<file path="src/rtl/jsc_pkg.sv">
package jsc_pkg;
    localparam int NSLOT  = 16;
    localparam int DW     = 32;
    localparam int SLOT_W = $clog2(NSLOT);

    // local register byte offsets
    localparam logic [11:0] OFS_RAW   = 12'h000;
    localparam logic [11:0] OFS_CLR   = 12'h004;
    localparam logic [11:0] OFS_MASK  = 12'h008;
    localparam logic [11:0] OFS_STAT  = 12'h00C;
    localparam logic [11:0] OFS_STATE = 12'h010;

    typedef enum logic [2:0] {
        SEL_NONE, SEL_RAW, SEL_CLR, SEL_MASK, SEL_STAT, SEL_STATE
    } loc_sel_e;

    typedef struct packed {
        logic [DW-1:0] raw;
        logic [DW-1:0] mask;
    } irq_regs_t;

    typedef struct packed {
        logic          vld;
        logic [DW-1:0] data;
    } rd_regs_t;
endpackage

</file>
<file path="src/rtl/jsc_decode.sv">
module jsc_decode
    import jsc_pkg::*;
#(
    parameter int          ADDR_W    = 12,
    parameter logic [11:0] SLOT_BASE = 12'h800,
    parameter int          WIN_BYTES = 128
) (
    input  logic [ADDR_W-1:0]           addr,
    output logic                        is_win,
    output loc_sel_e                    sel,
    output logic [SLOT_W-1:0]           slot,
    output logic [$clog2(WIN_BYTES)-1:0] off
);
    localparam int OFF_W = $clog2(WIN_BYTES);

    logic [ADDR_W-1:0] rel;

    always_comb begin
        is_win = (addr >= ADDR_W'(SLOT_BASE));
        rel    = addr - ADDR_W'(SLOT_BASE);
        slot   = rel[OFF_W +: SLOT_W];
        off    = rel[OFF_W-1:0];
        sel    = SEL_NONE;
        if (!is_win) begin
            case (addr)
                ADDR_W'(OFS_RAW):   sel = SEL_RAW;
                ADDR_W'(OFS_CLR):   sel = SEL_CLR;
                ADDR_W'(OFS_MASK):  sel = SEL_MASK;
                ADDR_W'(OFS_STAT):  sel = SEL_STAT;
                ADDR_W'(OFS_STATE): sel = SEL_STATE;
                default:            sel = SEL_NONE;
            endcase
        end
    end
endmodule

</file>
<file path="src/rtl/jsc_irq_regs.sv">
module jsc_irq_regs
    import jsc_pkg::*;
(
    input  logic          clk,
    input  logic          rst_n,
    input  logic [DW-1:0] ev,
    input  logic          clr_we,
    input  logic          mask_we,
    input  logic [DW-1:0] wdata,
    output logic [DW-1:0] raw_o,
    output logic [DW-1:0] mask_o,
    output logic [DW-1:0] stat_o,
    output logic          irq_o
);
    irq_regs_t r_d, r_q;

    always_comb begin
        r_d = r_q;
        if (clr_we) r_d.raw = r_q.raw & ~wdata;
        r_d.raw = r_d.raw | ev;     // set wins over clear
        if (mask_we) r_d.mask = wdata;
    end

    always_ff @(posedge clk or negedge rst_n) begin
        if (!rst_n) r_q <= '0;
        else        r_q <= r_d;
    end

    assign raw_o  = r_q.raw;
    assign mask_o = r_q.mask;
    assign stat_o = r_q.raw & r_q.mask;
    assign irq_o  = |stat_o;

    AST_EVENT_SETS: assert property (@(posedge clk) disable iff (!rst_n)
        1'b1 |=> ((raw_o & $past(ev)) == $past(ev)));
    AST_CLEAR_DROPS: assert property (@(posedge clk) disable iff (!rst_n)
        clr_we |=> ((raw_o & $past(wdata & ~ev)) == '0));
    AST_RAW_HOLDS: assert property (@(posedge clk) disable iff (!rst_n)
        (!clr_we && ev == '0) |=> $stable(raw_o));
endmodule

</file>
<file path="src/rtl/jsc_state_regs.sv">
module jsc_state_regs
    import jsc_pkg::*;
(
    input  logic             clk,
    input  logic             rst_n,
    input  logic             refresh,
    input  logic [DW-1:0]    wdata,
    input  logic [NSLOT-1:0] active,
    input  logic [NSLOT-1:0] nxt,
    output logic [DW-1:0]    state_o
);
    logic [DW-1:0]    st_d, st_q;
    logic [NSLOT-1:0] aff;

    always_comb begin
        aff  = wdata[NSLOT-1:0] | wdata[DW-1:NSLOT];
        st_d = st_q;
        for (int n = 0; n < NSLOT; n++) begin
            if (refresh && aff[n]) begin
                st_d[n]         = active[n];
                st_d[NSLOT + n] = nxt[n];
            end
        end
    end

    always_ff @(posedge clk or negedge rst_n) begin
        if (!rst_n) st_q <= '0;
        else        st_q <= st_d;
    end

    assign state_o = st_q;

    AST_STATE_FROZEN: assert property (@(posedge clk) disable iff (!rst_n)
        !refresh |=> $stable(state_o));
    AST_STATE_ACTIVE: assert property (@(posedge clk) disable iff (!rst_n)
        refresh |=> ((state_o[NSLOT-1:0] & $past(aff)) == ($past(active) & $past(aff))));
    AST_STATE_NEXT: assert property (@(posedge clk) disable iff (!rst_n)
        refresh |=> ((state_o[DW-1:NSLOT] & $past(aff)) == ($past(nxt) & $past(aff))));
endmodule

</file>
<file path="src/rtl/jobslot_irq_ctrl.sv">
module jobslot_irq_ctrl
    import jsc_pkg::*;
#(
    parameter int          ADDR_W    = 12,
    parameter logic [11:0] SLOT_BASE = 12'h800,
    parameter int          WIN_BYTES = 128
) (
    input  logic                          clk,
    input  logic                          rst_n,
    input  logic                          reg_req,
    input  logic                          reg_wr,
    input  logic [ADDR_W-1:0]             reg_addr,
    input  logic [DW-1:0]                 reg_wdata,
    output logic                          rd_valid,
    output logic [DW-1:0]                 rd_data,
    input  logic [NSLOT-1:0]              slot_done,
    input  logic [NSLOT-1:0]              slot_fail,
    input  logic [NSLOT-1:0]              slot_active,
    input  logic [NSLOT-1:0]              slot_next,
    output logic                          irq,
    output logic                          win_req,
    output logic                          win_wr,
    output logic [SLOT_W-1:0]             win_slot,
    output logic [$clog2(WIN_BYTES)-1:0]  win_off,
    output logic [DW-1:0]                 win_wdata,
    input  logic [DW-1:0]                 win_rdata
);
    localparam int OFF_W = $clog2(WIN_BYTES);

    logic                is_win;
    loc_sel_e            sel;
    logic [SLOT_W-1:0]   dec_slot;
    logic [OFF_W-1:0]    dec_off;
    logic                loc_wr;
    logic [DW-1:0]       raw, mask, stat, state;
    rd_regs_t            rd_d, rd_q;

    jsc_decode #(.ADDR_W(ADDR_W), .SLOT_BASE(SLOT_BASE), .WIN_BYTES(WIN_BYTES)) u_dec (
        .addr(reg_addr), .is_win(is_win), .sel(sel), .slot(dec_slot), .off(dec_off)
    );

    assign loc_wr = reg_req && reg_wr && !is_win;

    jsc_irq_regs u_irq (
        .clk(clk), .rst_n(rst_n),
        .ev({slot_fail, slot_done}),
        .clr_we(loc_wr && sel == SEL_CLR),
        .mask_we(loc_wr && sel == SEL_MASK),
        .wdata(reg_wdata),
        .raw_o(raw), .mask_o(mask), .stat_o(stat), .irq_o(irq)
    );

    jsc_state_regs u_state (
        .clk(clk), .rst_n(rst_n),
        .refresh(loc_wr && sel == SEL_CLR),
        .wdata(reg_wdata), .active(slot_active), .nxt(slot_next),
        .state_o(state)
    );

    assign win_req   = reg_req && is_win;
    assign win_wr    = reg_wr;
    assign win_slot  = dec_slot;
    assign win_off   = dec_off;
    assign win_wdata = reg_wdata;

    always_comb begin
        rd_d.vld  = reg_req && !reg_wr;
        rd_d.data = rd_q.data;
        if (reg_req && !reg_wr) begin
            if (is_win) rd_d.data = win_rdata;
            else begin
                case (sel)
                    SEL_RAW:   rd_d.data = raw;
                    SEL_MASK:  rd_d.data = mask;
                    SEL_STAT:  rd_d.data = stat;
                    SEL_STATE: rd_d.data = state;
                    default:   rd_d.data = '0;
                endcase
            end
        end
    end

    always_ff @(posedge clk or negedge rst_n) begin
        if (!rst_n) rd_q <= '0;
        else        rd_q <= rd_d;
    end

    assign rd_valid = rd_q.vld;
    assign rd_data  = rd_q.data;

    AST_RD_LATENCY: assert property (@(posedge clk) disable iff (!rst_n)
        (reg_req && !reg_wr) |=> rd_valid);
    AST_WIN_NEEDS_REQ: assert property (@(posedge clk) disable iff (!rst_n)
        win_req |-> (reg_req && reg_addr >= ADDR_W'(SLOT_BASE)));
    AST_IRQ_FOLLOWS: assert property (@(posedge clk) disable iff (!rst_n)
        irq |-> ((raw & mask) != '0));
endmodule

</file>
<file path="config.mk">
export PLATFORM = sky130hd
export DESIGN_NAME = jobslot_irq_ctrl
export DESIGN_NICKNAME = d
export VERILOG_FILES = /design/src/rtl/jsc_pkg.sv /design/src/rtl/jsc_decode.sv /design/src/rtl/jsc_irq_regs.sv /design/src/rtl/jsc_state_regs.sv /design/src/rtl/jobslot_irq_ctrl.sv
export SDC_FILE = /design/constraint.sdc
export NUM_CORES = 1
export LEC_CHECK = 0
export CAP_MARGIN = 20
export CORE_MARGIN = 10
export CORE_UTILIZATION = 30
export CTS_CLUSTER_SIZE = 25
export DETAILED_ROUTE_END_ITERATION = 8
export DONT_BUFFER_PORTS = 1
export PLACE_DENSITY = 0.47
export SLEW_MARGIN = 20
export SYNTH_ARGS = -nofsm -noshare
export SYNTH_HDL_FRONTEND = slang
export SYNTH_HIERARCHICAL = 1
export SYNTH_SLANG_ARGS = --single-unit
</file>
<file path="constraint.sdc">
create_clock -name clk -period 7.5 [get_ports clk]
set_input_delay 1.5 -clock clk [delete_from_list [all_inputs] [get_ports clk]]
set_output_delay 1.5 -clock clk [all_outputs]
set_load 0.03 [all_outputs]
</file>
==> impl_metrics.toml, run 1 <==
[run_status]
status = "finished clean"

[global_routing]
track_usage = 0.1447
antenna_found_initial = 6
gr-total-overflow = 0
grt_pass1_vias = 4642
grt_start_max_net_pins = 130
grt_first_pass_wirelength_mm = 31.15

[drt]
drc = 0
initialDrtViolationCount = 214
viasPerCell = 5.299
final_antenna_net_count = 0
wl_per_cell_um = 25.39
vias = 4382
m1WireLength_mm = 9.013
dr_wl_met3_mm = 1.649
drt_wl_total_mm = 21.00
dr.pass1.iters = 4
met2_length_mm = 9.941
topRoutingLayerUsed = "met5"

[yosys]
synth.cell_area_mm2 = 0.006844
ys.flop_type = "dfrtp_1"
ys_types = 33
yosysTopAreaCell = "dfrtp_1"
postSynth.asyncResetShare = 1.000
synthesis.instances = 582
synth_edf_count = 0
synth_seq_area_share = 0.4717
ys_warn_count = 6
synth.top_cell.area_share = 0.4717
synth_fp_nets = 726
yosys-top-cells-area = "dfrtp_1, mux2i_1, mux2_2"
syn_area_per_cell_um2 = 11.76
ys_seq_elements = 129

[clocking]
cts_resized = 0
clockBufferDepth = 2
cts_buffers = 17
cts_setup_buffers = 0
postCtsHoldBufs = 0
cts.sink_count = 129
cts_tree = "yes"
clock_latency_ps = 420
cts-root-buf = "clkbuf_16"
htreeDepth = 4
clkTransAtPathRegs_ps = 60

[setup_path]
slowest_stage = "nor2_4"
cp_cell_sequence = "nor4_2 -> nand3_1 -> a211oi_4 -> buf_4 -> nand2b_2 -> nor2_4 -> buf_16 -> mux2_2"
crit_path_end_kind = "register"
start_kind = "input port"
cp_data_arrival_time_ps = 4760
required_ps = 7800
rrSetupSlack_ps = 6140
worstSetupPathType = "in -> reg"
crit_path_max_fanout = 35
cp_slowest_stage_delay_ps = 700

[hold_path]
hold_class = "reg -> reg"

[final_layout]
final_nets = 669
syn2layout_area_growth_pct = 8.208
drive_above_1_share = 0.2361
final_cells = 827

[sta]
period_share = 0.5947
worst-slew-pin-transition_ps = 869.5
rsz0062_at_grt = "false"
finalSetupViolCount = 0
fmax_ghz = 0.2242
finalMaxSlewViolations = 0
slew_headroom = 0.4203
setup_tns_ps = 0
finalHoldViolations = 0
skew_ps = 7.804
min_period_ps = 4460

[power_and_ir_drop]
finalPower_mw = 1.709
p_leak_nw = 3.162
peakVddDrop_mv = 0.1311
cellPowerDensity_mw_per_mm2 = 230.7

[floorplan]
fp-row-count = 55
core_mm2 = 0.02257
num_io_pins = 223
dieArea_mm2 = 0.02925
fp.dieH_um = 171.0
start_util = 0.3032
die_w_um = 171.0

[placement]
hpwl_mm = 14.91
port-buffer-count = 0
place_inst = 790
gp_congestion = 0.7177

[flow_run]
cap_violations = 0
[power breakdown]
group          switching [mW]  total [mW]  leakage (nW)  internal (mW)
combinational          0.0137      0.0335          1.24         0.0197
clock                   0.316       0.907         0.314          0.592
sequential             0.0541       0.768          1.61          0.714
[kinds of logic after synthesis]
kind of cell | Yosys count | share of synthesized area
DFF | 129 | 0.4717
muxes | 128 | 0.2099
and+or+nand+nor | 126 | 0.1057
AOI/OAI and AO/OA | 115 | 0.1318
buffers and inverters | 83 | 0.07971
xor gates and xnor gates | 1 | 0.001280
[routing by layer]
layer  track usage  vias up
met1        0.1787     2201
met4       0.05142        4
li1              -     1997
met2        0.2251      151
met5             0        -
met3       0.05530       29
[cell usage after synthesis (6+ instances only)]
cell type	n
a221o_1	32
clkbuf_1	14
o21ai_2	10
buf_6	6
or4_1	9
buf_4	46
mux2_4	20
buf_2	13
nand2_1	33
and2_1	31
a21o_1	31
o22ai_1	32
dfrtp_1	129
o21ai_0	6
mux2_2	44
mux2i_1	64
and3_1	32
[per-stage QoR]
stage / instance area (um2) / worst slack, ps / utilization / hold slack, ps
after floorplan: 6844 / 3529 / - / 462.3
after global placement: 6729 / 2397 / 0.2981 / 472.2
after detailed placement: 6729 / 2329 / 0.2981 / 483.6
after CTS: 7368 / 2770 / 0.3264 / 496.7
after global routing: 7398 / 2858 / 0.3278 / 506.5
final: 7406 / 3040 / 0.3281 / 494.3
[flip-flops by register name, indices dropped and copies added (netlist names)]
register / flops
rd_data: 32
u_irq/mask_o: 32
u_irq/raw_o: 32
u_state/state_o: 32
rd_valid: 1
[placed cells by master (no fill, tap or decap), types with 2 or more instances in the layout]
cell / synthesis / routed
buf_4: 46 / 5
and2_1: 31 / 31
and3_1: 32 / 32
a21oi_1: 2 / 2
mux2_2: 44 / 44
o21ai_0: 6 / 6
a221o_1: 32 / 32
nor2_1: 4 / 3
mux2i_1: 64 / 64
or2_2: 4 / 4
bufinv_16: 0 / 4
and2_4: 2 / 2
o21ai_2: 10 / 10
nor3_2: 0 / 2
clkbuf_16: 0 / 17
nand2b_2: 0 / 3
nand2_1: 33 / 33
clkinv_2: 0 / 3
a21o_1: 31 / 31
clkbuf_1: 14 / 2
dfrtp_1: 129 / 129
clkbuf_8: 0 / 4
or4_1: 9 / 9
diode_2: 0 / 4
o22ai_1: 32 / 32
mux2_4: 20 / 20
[worst paths after layout]
path,startpoint,to,depth (start not counted)
setup / recovery,reg_addr[7],u_irq/mask_o[10],8
hold / removal,u_irq/raw_o[7],u_irq/raw_o[7],1
setup reg to reg,u_irq/raw_o[30],rd_data[30],4
hold reg to reg,u_irq/raw_o[7],u_irq/raw_o[7],1
max in group asynchronous,rst_n,u_state/state_o[10],0
min in group asynchronous,rst_n,u_irq/raw_o[2],0
[critical path, delay by kind of cell]
family          cells  cell delay (ps)
mux                 1              360
simple gates        4             1810
buf+inv             2              810
compound gates      1              240
[final cells by class]
type	instances	area, um2
Inverter	1	3.754
Multi-Input combinational cell	370	3103
Antenna cell	4	10.01
Tap cell	285	356.6
Sequential cell	129	3228
Clock buffer	23	488.0
Fill cell	2253	15170
Clock inverter	9	151.4
Timing Repair Buffer	6	65.06
No activity file was read; power rests on OpenSTA's default activity.
==> run 2: changes to the inputs <==
clock period = 4.2 ns   (was 7.5 ns; I/O delays follow)
==> impl_metrics.toml, run 2 (same netlist as run 1, synthesis figures left out) <==
[setup_path]
cp_slowest_stage_delay_ps = 780
rrSetupSlack_ps = 2790
crit_top_cell = "or4_1"
required_ps = 3360
ff2ff_path_depth = 4
cp_data_arrival_time_ps = 2830
cp_cell_sequence = "and2_4 -> or4_1 -> or4_1 -> or4_1"
crit_path_max_fanout = 3
slowest_stage = "or4_1"
r2r_start = "u_irq/raw_o[12]"
start_kind = "register"
crit_path_end_kind = "primary output"
crit_end = "irq"
worstSetupPathType = "reg -> out"
reg2reg_to = "rd_data[12]"
cp-startpoint = "u_irq/raw_o[10]"

[sta]
skew_ps = 6.239
slew_headroom = 0.4203
setup_tns_ps = 0
rsz0062_at_grt = "false"
finalHoldViolations = 0
min_period_ps = 3667
setup_slack_ps = 533.3
finalMaxSlewViolations = 0
finalSetupViolCount = 0
fmax_ghz = 0.2727
worst-slew-pin-transition_ps = 869.5
period_share = 0.8730

[drt]
final_antenna_net_count = 0
drt_wl_total_mm = 21.64
vias = 4471
dr.pass1.iters = 4
viasPerCell = 5.387
wl_per_cell_um = 26.07
initialDrtViolationCount = 283
drc = 0

[power_and_ir_drop]
p_comb_frac = 0.020
p_int_mw = 2.259
p_switching_uw = 714.8
share_seq_of_total_power = 0.462
peakVddDrop_mv = 0.1970
pwr-share-clk = 0.518
finalPower_mw = 2.974
switching_share = 0.2404
p_leak_nw = 3.145
cellPowerDensity_mw_per_mm2 = 403.1

[floorplan]
start_util = 0.3032
dieArea_mm2 = 0.02925
num_io_pins = 223
core_mm2 = 0.02257
die_w_um = 171.0
fp-row-count = 55
fp.dieH_um = 171.0

[clocking]
cts_setup_buffers = 0
cts_buffers = 17
postCtsHoldBufs = 0
cts_resized = 0
clock_latency_ps = 410
cts.sink_count = 129
clockBufferDepth = 2
clkTransAtPathRegs_ps = 60
htreeDepth = 4
cts_tree = "yes"
cts-root-buf = "clkbuf_16"

[final_layout]
layout_common_cells = "dfrtp_1, mux2i_1, mux2_2"
layout_commonest_cell = "dfrtp_1"
final_nets = 671
syn2layout_area_growth_pct = 7.806
final_area_mm2 = 0.007378
fillCellCount = 2244
multi_input_comb_area_mm2 = 0.003103
seqCellArea_mm2 = 0.003228
drive_above_1_share = 0.2407

[run_status]
status = "finished clean"

[placement]
dp_slack_ps = 847.0
hpwl_mm = 15.38
port-buffer-count = 0
gp_congestion = 0.7750
placed_cell_area_mm2 = 0.006764

[hold_path]
hold_class = "in -> async"

[global_routing]
grt_start_max_net_pins = 130
gr-total-overflow = 0
grt_first_pass_wirelength_mm = 31.91
track_usage = 0.1462
grt_pass1_vias = 4742
antenna_found_initial = 6

[flow_run]
cap_violations = 0
==> run 2: cell types whose count changed in the layout (fill, tap and decap cells not counted), sizes merged <==
cell / previous run / this run
clkbuf: 23 / 19
clkinvlp: 1 / 3
diode: 4 / 5
buf: 6 / 8
bufinv: 4 / 3
clkinv: 3 / 5
inv: 2 / 3
==> run 2: metal layers <==
metal / global-route usage / wire length (um) / vias to the layer above
met5: 0 / 21 / -
met4: 0.03856 / 242 / 4
met3: 0.04677 / 1494 / 19
met2: 0.2337 / 10440 / 149
met1: 0.1861 / 9439 / 2286
li1: - / - / 2013
==> run 2: worst min path at each step <==
stage	endpoint	slack [ps]	cells after the start
after floorplan	u_irq/raw_o[28]	460	1
after global placement	u_irq/raw_o[29]	470	1
after detailed placement	u_irq/raw_o[30]	490	1
after CTS	u_irq/raw_o[3]	90	0
after global routing	u_irq/raw_o[3]	90	0
final	u_irq/raw_o[3]	120	0
==> run 2: power groups by stage <==
| stage | logic [mW] | registers (mW) | clock network, mW |
|---|---|---|---|
| floorplan | 0.132 | 1.38 | 0 |
| global placement | 0.0573 | 1.40 | 0 |
| detailed placement | 0.0599 | 1.40 | 0 |
| CTS | 0.0592 | 1.38 | 1.58 |
| global route | 0.0639 | 1.38 | 1.63 |
| finish | 0.0587 | 1.38 | 1.54 |
==> run 2: layout make-up <==
type,instances,share of cell area
clock inverter,13,0.02154
inverter,1,0.0005087
multi-input combinational,370,0.4206
sequential,129,0.4375
timing repair buffer,8,0.009836
tap,285,0.04833
antenna,5,0.001696
clock buffer,19,0.06003
==> run 2: critical path, delay by kind of cell (launching register included) <==
family,cells,cell delay (ps)
simple gates,4,2010
flops,1,390
==> run 2: stage by stage <==
step / util / hold slack (ps) / instances
2_1_floorplan: - / 462.3 / 582
3_3_place_gp: 0.2997 / 472.1 / 793
3_5_place_dp: 0.2997 / 487.6 / 793
4_1_cts: 0.3263 / 91.20 / 825
5_1_grt: 0.3266 / 94.81 / 827
6_report: 0.3269 / 120.3 / 830
